## src/rtl/bsq_pkg.sv

```systemverilog
package bsq_pkg;
  typedef enum logic {
    ORD_XOR = 1'b0,
    ORD_INC = 1'b1
  } burst_order_e;

  localparam int unsigned DEF_ADDR_W    = 18;
  localparam int unsigned DEF_BURST_LEN = 4;
endpackage

```

## src/rtl/bsq_rst_sync.sv

```systemverilog
module bsq_rst_sync #(
  parameter int unsigned STAGES = 2
) (
  input  logic clk,
  input  logic rst_n,
  output logic rst_sync_n
);
  logic [STAGES-1:0] sync_q;
  logic [STAGES-1:0] sync_d;

  always_comb begin
    sync_d = {sync_q[STAGES-2:0], 1'b1};
  end

  always_ff @(posedge clk or negedge rst_n) begin
    if (!rst_n) sync_q <= '0;
    else        sync_q <= sync_d;
  end

  assign rst_sync_n = sync_q[STAGES-1];
endmodule

```

## src/rtl/bsq_base_reg.sv

```systemverilog
module bsq_base_reg #(
  parameter int unsigned ADDR_W = 18
) (
  input  logic              clk,
  input  logic              rst_n,
  input  logic              load,
  input  logic [ADDR_W-1:0] addr_in,
  output logic [ADDR_W-1:0] base_q
);
  logic [ADDR_W-1:0] base_d;

  always_comb begin
    base_d = base_q;
    if (load) base_d = addr_in;
  end

  always_ff @(posedge clk or negedge rst_n) begin
    if (!rst_n) base_q <= '0;
    else        base_q <= base_d;
  end
endmodule

```

## src/rtl/bsq_beat_ctr.sv

```systemverilog
module bsq_beat_ctr #(
  parameter int unsigned BEAT_W = 2
) (
  input  logic              clk,
  input  logic              rst_n,
  input  logic              load,
  input  logic              step,
  output logic [BEAT_W-1:0] beat_q
);
  logic [BEAT_W-1:0] beat_d;
  logic              beat_en;

  // clock enable: load has priority over step
  assign beat_en = load | step;

  always_comb begin
    beat_d = beat_q;
    if (load)      beat_d = '0;
    else if (step) beat_d = beat_q + 1'b1;
  end

  always_ff @(posedge clk or negedge rst_n) begin
    if (!rst_n)       beat_q <= '0;
    else if (beat_en) beat_q <= beat_d;
  end
endmodule

```

## src/rtl/bsq_order_map.sv

```systemverilog
module bsq_order_map #(
  parameter int unsigned BEAT_W = 2
) (
  input  logic              order_lin,
  input  logic [BEAT_W-1:0] start_lo,
  input  logic [BEAT_W-1:0] beat,
  output logic [BEAT_W-1:0] addr_lo
);
  import bsq_pkg::*;

  logic [BEAT_W-1:0] lin_lo;
  logic [BEAT_W-1:0] xor_lo;

  // linear order wraps naturally at the counter width
  assign lin_lo = start_lo + beat;

  for (genvar g = 0; g < BEAT_W; g++) begin : g_xor_bit
    assign xor_lo[g] = start_lo[g] ^ beat[g];
  end

  always_comb begin
    unique case (burst_order_e'(order_lin))
      ORD_INC: addr_lo = lin_lo;
      default: addr_lo = xor_lo;
    endcase
  end
endmodule

```

## src/rtl/burst_addr_seq.sv

```systemverilog
module burst_addr_seq #(
  parameter int unsigned ADDR_W    = bsq_pkg::DEF_ADDR_W,
  parameter int unsigned BURST_LEN = bsq_pkg::DEF_BURST_LEN
) (
  input  logic              clk,
  input  logic              rst_n,
  input  logic              load_a_n,
  input  logic              load_b_n,
  input  logic              step_n,
  input  logic              order_lin,
  input  logic [ADDR_W-1:0] addr_in,
  output logic [ADDR_W-1:0] addr_out
);
  localparam int unsigned BEAT_W = $clog2(BURST_LEN);

  logic              rst_core_n;
  logic              load;
  logic              step;
  logic [ADDR_W-1:0] base_q;
  logic [BEAT_W-1:0] beat_q;
  logic [BEAT_W-1:0] addr_lo;

  assign load = ~load_a_n | ~load_b_n;
  assign step = ~step_n;

  bsq_rst_sync #(.STAGES(2)) i_rst_sync (
    .clk        (clk),
    .rst_n      (rst_n),
    .rst_sync_n (rst_core_n)
  );

  bsq_base_reg #(.ADDR_W(ADDR_W)) i_base (
    .clk     (clk),
    .rst_n   (rst_core_n),
    .load    (load),
    .addr_in (addr_in),
    .base_q  (base_q)
  );

  bsq_beat_ctr #(.BEAT_W(BEAT_W)) i_beat (
    .clk    (clk),
    .rst_n  (rst_core_n),
    .load   (load),
    .step   (step),
    .beat_q (beat_q)
  );

  bsq_order_map #(.BEAT_W(BEAT_W)) i_map (
    .order_lin (order_lin),
    .start_lo  (base_q[BEAT_W-1:0]),
    .beat      (beat_q),
    .addr_lo   (addr_lo)
  );

  assign addr_out = {base_q[ADDR_W-1:BEAT_W], addr_lo};
endmodule

```

## config.mk

```make
export PLATFORM = sky130hd
export DESIGN_NAME = burst_addr_seq
export DESIGN_NICKNAME = d
export VERILOG_FILES = /design/src/rtl/bsq_pkg.sv /design/src/rtl/bsq_rst_sync.sv /design/src/rtl/bsq_base_reg.sv /design/src/rtl/bsq_beat_ctr.sv /design/src/rtl/bsq_order_map.sv /design/src/rtl/burst_addr_seq.sv
export SDC_FILE = /design/constraint.sdc
export NUM_CORES = 1
export LEC_CHECK = 0
export ABC_AREA = 0
export BUFFER_PORTS_ARGS = -buffer_cell sky130_fd_sc_hd__buf_2
export CAP_MARGIN = 25
export CORE_MARGIN = 1
export CORE_UTILIZATION = 47
export DETAILED_ROUTE_END_ITERATION = 16
export PLACE_DENSITY_LB_ADDON = 0.25
export SLEW_MARGIN = 20
export SYNTH_ARGS = -nofsm -noshare
export SYNTH_HDL_FRONTEND = slang
export SYNTH_SLANG_ARGS = --single-unit
```

## constraint.sdc

```tcl
create_clock -name clk -period 1 [get_ports clk]
set_input_delay 0.15 -clock clk [delete_from_list [all_inputs] [get_ports clk]]
set_output_delay 0.15 -clock clk [all_outputs]
set_load 0.01 [all_outputs]
```

==> results.json, run 1 <==
{
  "status": "finished, violations left",
  "violations": "negative setup slack",
  "num_rows": 16,
  "clock_power_share_pct": 32.1,
  "pre_cts_ws_ns": -0.0263,
  "required_ns": 1.20,
  "drt_iter0_drc": 2,
  "reg2reg_from": "i_beat.beat_q[0]",
  "reg2reg_depth": 7,
  "grtUsageTotal_pct": 14.2,
  "clock_skew_ns": 0.0126,
  "p_int_mw": 1.62,
  "cts.sinks": 22,
  "die_x_um": 49.1,
  "drv_slew": 0,
  "synth_area_leaders": "dfrtp_1 (53%), mux2_4 (26%), buf_4 (12%), buf_6 (2.2%), xnor2_1 (1.7%)",
  "fin_ws_ns": -0.387,
  "setup_tns_ns": -1.20,
  "power_frac_seq_pct": 48.0,
  "critPathMaxFanout": 2,
  "fillers": 156,
  "layout.nets": 142,
  "whs_ns": 0.0569,
  "cp-startpoint": "i_beat.beat_q[0]",
  "cp-start-kind": "register",
  "synthCells": 70,
  "route.detailed.drc": 0,
  "grt_max_degree": 15,
  "start_util_pct": 51.5,
  "core_area_sq_mm": 0.00202,
  "critical_path_class": "reg2reg",
  "clock_latency_ns": 0.31,
  "hold_violations": 0,
  "numCtsBuffers": 3,
  "pwr-share-comb_pct": 19.9,
  "area_growth_syn_to_layout_pct": 33.7,
  "fmax_mhz": 721,
  "dpl-instance-area_sq_mm": 0.00119,
  "grt_pass1_wl_mm": 2.46,
  "synth.top_cell.area_share_pct": 52.9,
  "finalSetupViolCount": 5,
  "yosysUniqueCellTypes": 14,
  "firstDrtPassIters": 2,
  "rsz0062_at_grt": "yes",
  "p_leak_nw": 0.750,
  "gp_congestion": 0.580,
  "switchingPower_mw": 0.445,
  "synthesis.nets": 95,
  "ant_nets": 0,
  "wire_per_inst_um": 11.8,
  "fin_area_sq_mm": 0.00139,
  "vias": 628,
  "period_minus_slack_ns": 1.39,
  "fp.dieH_um": 49.1,
  "endpoint": "i_beat.beat_q[1]",
  "dieArea_sq_mm": 0.00241,
  "num_io_pins": 42,
  "avgSynthCellArea_sq_um": 14.9,
  "grt_overflow_total": 0,
  "period_share_pct": 139,
  "ys_ff_latch": 22,
  "maxCapViolCount": 0,
  "netlist_area_sq_mm": 0.00104,
  "clockRootBuffer": "clkbuf_4",
  "ys_warn_count": 0,
  "drive_above_1_share_pct": 75.9,
  "clockBufferDepth": 2,
  "clk_pin_slew_ns": 0.12,
  "htree_levels": 1,
  "ys_seq_area_share_pct": 52.9,
  "swShare_pct": 21.5,
  "p_per_area_mw_per_mm2": 1490,
  "worstReg2RegEnd": "i_beat.beat_q[1]",
  "port_buffers": 41,
  "grt_pass1_vias": 549,
  "routed_wl_mm": 1.69,
  "hp-class": "in2reg",
  "antenna_found_initial": 0,
  "reg2reg_slack_ns": -0.39,
  "dp_hpwl_mm": 1.15,
  "cp-end-kind": "register",
  "yosys.area.top_type": "dfrtp_1",
  "peakVddDrop_mv": 1.44,
  "cts_tree": "done",
  "cp.arrival_ns": 1.58,
  "antenna_cells": 0,
  "routed_via_density": 4.39
}
[worst max-delay path, cell delays in order (launching register included)]
cell and delay, ns:
dfrtp_1 0.43, buf_4 0.15, buf_6 0.10, buf_4 0.12, buf_4 0.13, nor2b_4 0.13
xnor2_1 0.16, nor2_1 0.07
[routing by layer]
| metal | wire length [um] | GRT usage (%) |
|---|---|---|
| met5 | 0 | 0 |
| met2 | 841 | 22.6 |
| met3 | 104 | 6.85 |
| met1 | 730 | 16.9 |
| met4 | 12 | 4.41 |
[metrics by stage]
step,std cells,total power [mW],utilization (%)
finish,143,2.07,68.8
global placement,125,1.33,58.9
floorplan,70,1.28,-
CTS,136,2.04,64.7
detailed placement,125,1.34,58.9
global route,143,2.17,68.8
[flip-flops by register name, indices dropped and copies added, names as in the netlist]
register and cells:
i_base.base_q 18, i_beat.beat_q 2, i_rst_sync.sync_q 2
[power by group through the flow]
| stage | clock [mW] | sequential (mW) | combinational (mW) |
|---|---|---|---|
| floorplan | 0 | 1.01 | 0.263 |
| global placement | 0 | 1.01 | 0.326 |
| detailed placement | 0 | 1.01 | 0.332 |
| CTS | 0.680 | 0.991 | 0.373 |
| global route | 0.725 | 1.00 | 0.444 |
| finish | 0.663 | 0.992 | 0.412 |
[synthesized netlist by cell type]
cell type  number
buf_4          16
buf_6           2
clkbuf_1        1
conb_1          1
dfrtp_1        22
ha_1            1
mux2_4         18
nand2_1         1
nand2_2         1
nor2_1          1
nor2b_1         2
nor3_1          1
xnor2_1         2
xor2_1          1
[final cells by class]
class / count / area (sq um) / share of cell area [%]
Clock inverter: 1 / 30.0 / 2.16
Sequential cell: 22 / 551 / 39.6
Timing Repair Buffer: 61 / 380 / 27.3
Clock buffer: 3 / 22.5 / 1.62
Tap cell: 27 / 33.8 / 2.43
Multi-Input combinational cell: 29 / 374 / 26.9
[how the worst min path moves through the flow]
stage                start                   end  slack, ns  depth (start not counted)
4_1_cts        addr_in[16]     i_base.base_q[16]       0.05                          2
5_1_grt        addr_in[11]     i_base.base_q[11]       0.04                          2
6_report       addr_in[16]     i_base.base_q[16]       0.06                          2
2_1_floorplan        rst_n  i_rst_sync.sync_q[0]      -0.15                          0
3_3_place_gp         rst_n  i_rst_sync.sync_q[0]      -0.06                          1
3_5_place_dp         rst_n  i_rst_sync.sync_q[0]      -0.06                          1
[cell usage in the layout, fill, tap and decap left out]
| cell type | n |
|---|---|
| buf_2 | 40 |
| dfrtp_1 | 22 |
| mux2_4 | 18 |
| buf_4 | 17 |
| clkbuf_4 | 3 |
| nand2_2 | 2 |
| xnor2_1 | 2 |
| buf_6 | 2 |
| xor2_1 | 1 |
| nor2b_4 | 1 |
| nor2b_2 | 1 |
| nor3_2 | 1 |
| nor2_1 | 1 |
| ha_4 | 1 |
| bufinv_16 | 1 |
| dlygate4sd3_1 | 1 |
| conb_1 | 1 |
| buf_12 | 1 |
[cell families (layout without fill, tap and decap cells)]
group,after synthesis,after routing,synth area share [%]
XOR/XNOR,3,3,2.52
adder cells (fa/ha/maj),1,1,1.20
buffers and inverters,19,65,14.1
flip-flops,22,22,52.9
multiplexers,18,18,26.0
other,1,1,0.360
AND/OR/NAND/NOR,6,6,3.00
[what timing repair did]
item	4_1_cts	5_1_grt
pin swaps	3	3
setup buffers	6	7
setup endpoints to repair	13	20
hold buffers	1	0
cloned	0	0
endpoints found under the hold margin	2	0
resized for setup	2	7
(Power assumes the default switching activity.)
==> inputs of run 2 (changes only) <==
CORE_UTILIZATION = 49   (was 47)
CTS_BUF_LIST = sky130_fd_sc_hd__clkbuf_2 sky130_fd_sc_hd__clkbuf_4 sky130_fd_sc_hd__clkbuf_8   (was default)
==> run 2 against run 1 <==
  * The run still ends with negative setup slack left
  * Worst setup slack gained 0.061 ns
  * Critical path depth shrank 3
  * Clock-buffer cell count grew 1
  * Combinational power is essentially flat
  * Sequential power is essentially flat
  * Routed wire length shrank 10%
  * Fmax grew 4.6%
  * Worst hold slack gained 0.020 ns
  * First-iteration DRC count is the same
  * Critical path type is now reg2out
==> results.json, run 2 (synthesized netlist as in run 1, its figures left out) <==
{
  "maxCapViolCount": 0,
  "vias": 607,
  "fillers": 145,
  "rsz0062_at_grt": "yes",
  "antenna_cells": 0,
  "top_register": "i_base.base_q",
  "antenna_found_initial": 0,
  "num_rows": 16,
  "clock_skew_ns": 0.00491,
  "grt_overflow_total": 0,
  "largest_reg_flops": 18,
  "reg2reg_depth": 4,
  "die_x_um": 48.1,
  "core_area_sq_mm": 0.00198,
  "clockBufferDepth": 2,
  "place_inst": 125,
  "p_leak_nw": 0.738,
  "grt_pass1_vias": 493,
  "period_minus_slack_ns": 1.33,
  "period_share_pct": 133,
  "grt_pass1_wl_mm": 2.08,
  "peakVddDrop_mv": 0.964,
  "clock_latency_ns": 0.29,
  "holdPathEnd": "i_base.base_q[5]",
  "finalSetupViolCount": 3,
  "cp.arrival_ns": 1.18,
  "critical_path_class": "reg2out",
  "port_buffers": 41,
  "cp-end-kind": "primary output",
  "violations": "negative setup slack",
  "hp-start": "addr_in[5]",
  "clk_pin_slew_ns": 0.11,
  "drive_above_1_share_pct": 73.7,
  "start_util_pct": 52.5,
  "setup_tns_ns": -0.565,
  "fmax_mhz": 754,
  "routed_via_density": 4.30,
  "gp_congestion": 0.580,
  "status": "finished, violations left",
  "post-route-util_pct": 68.8,
  "reg2reg_slack_ns": -0.01,
  "worstReg2RegEnd": "i_beat.beat_q[1]",
  "numCtsBuffers": 3,
  "drv_slew": 0,
  "hp-class": "in2reg",
  "htree_levels": 1,
  "cp-start-kind": "register",
  "layout.nets": 140,
  "final_common_cell": "buf_2",
  "fin_area_sq_mm": 0.00136,
  "wire_per_inst_um": 10.8,
  "dp_hpwl_mm": 1.12,
  "required_ns": 0.85,
  "clockRootBuffer": "clkbuf_4",
  "dpl-instance-area_sq_mm": 0.00120,
  "drt_iter0_drc": 2,
  "area_growth_syn_to_layout_pct": 30.9,
  "fp.dieH_um": 48.1,
  "pre_cts_ws_ns": -0.0256,
  "top_regs": "i_base.base_q: 18 flops, i_beat.beat_q: 2 flops, i_rst_sync.sync_q: 2 flops",
  "fin_ws_ns": -0.327,
  "dieArea_sq_mm": 0.00231,
  "ant_nets": 0,
  "cts.sinks": 22,
  "firstDrtPassIters": 2,
  "grt_max_degree": 13,
  "fin_cells": 141,
  "num_io_pins": 42,
  "grtUsageTotal_pct": 13.5,
  "route.detailed.drc": 0,
  "critPathMaxFanout": 2,
  "cts_tree": "done",
  "routed_wl_mm": 1.52,
  "reg2reg_from": "i_beat.beat_q[0]",
  "p_per_area_mw_per_mm2": 1370,
  "hold_violations": 0,
  "hold_depth": 2,
  "layout_common_cells": "buf_2 (39), dfrtp_1 (22), mux2_4 (18)"
}
## run 2: changes by cell type in the layout (fill, tap and decap cells not counted), sizes merged
cell,change
clkbuf,+1
buf,-2
bufinv,-1
## run 2: power breakdown
group          switching [mW]  internal, mW
Clock                   0.243         0.222
Sequential             0.0362         0.957
Combinational           0.147         0.262
## run 2: layout make-up
| cell class | count | area, sq um | area share [%] |
|---|---|---|---|
| Multi-Input combinational cell | 29 | 362 | 26.5 |
| Clock buffer | 4 | 36.3 | 2.66 |
| Tap cell | 27 | 33.8 | 2.48 |
| Timing Repair Buffer | 59 | 380 | 27.9 |
| Sequential cell | 22 | 551 | 40.4 |
## run 2: per-stage QoR
| stage | total power [mW] | hold WS (ns) |
|---|---|---|
| global route | 1.96 | 0.0598 |
| floorplan | 1.28 | -0.146 |
| global placement | 1.34 | -0.0650 |
| detailed placement | 1.35 | -0.0621 |
| finish | 1.87 | 0.0772 |
| CTS | 1.85 | 0.0635 |
## run 2: how the worst max path moves through the flow
stage / start / endpoint / cells after the start
CTS: i_base.base_q[0] / addr_out[1] / 4
detailed placement: i_base.base_q[0] / addr_out[1] / 4
floorplan: i_beat.beat_q[1] / addr_out[1] / 2
global placement: i_base.base_q[0] / addr_out[1] / 4
finish: i_beat.beat_q[0] / addr_out[1] / 4
global route: i_base.base_q[0] / addr_out[1] / 4
## run 2: routing by layer
metal	part of all wire, %	global-route usage [%]	vias to the layer above	wire length [um]
li1	-	-	301	-
met1	50	20.0	281	755
met2	45	18.4	23	688
met3	4.4	3.33	2	67
met4	0.53	6.67	0	8
met5	0	0	-	0
## run 2: critical path: stages, from the launching register on
cell	delay, ns
dfrtp_1	0.43
ha_4	0.17
nand2_2	0.05
xnor2_1	0.10
buf_2	0.14
## run 2: what timing repair did
item | in CTS | in global routing
setup endpoints to repair | 6 | 19
hold buffers | 1 | 0
buffers inserted | 4 | 7
resized for setup | 2 | 4
hold endpoints to repair | 2 | 0
pin swaps | 1 | 1
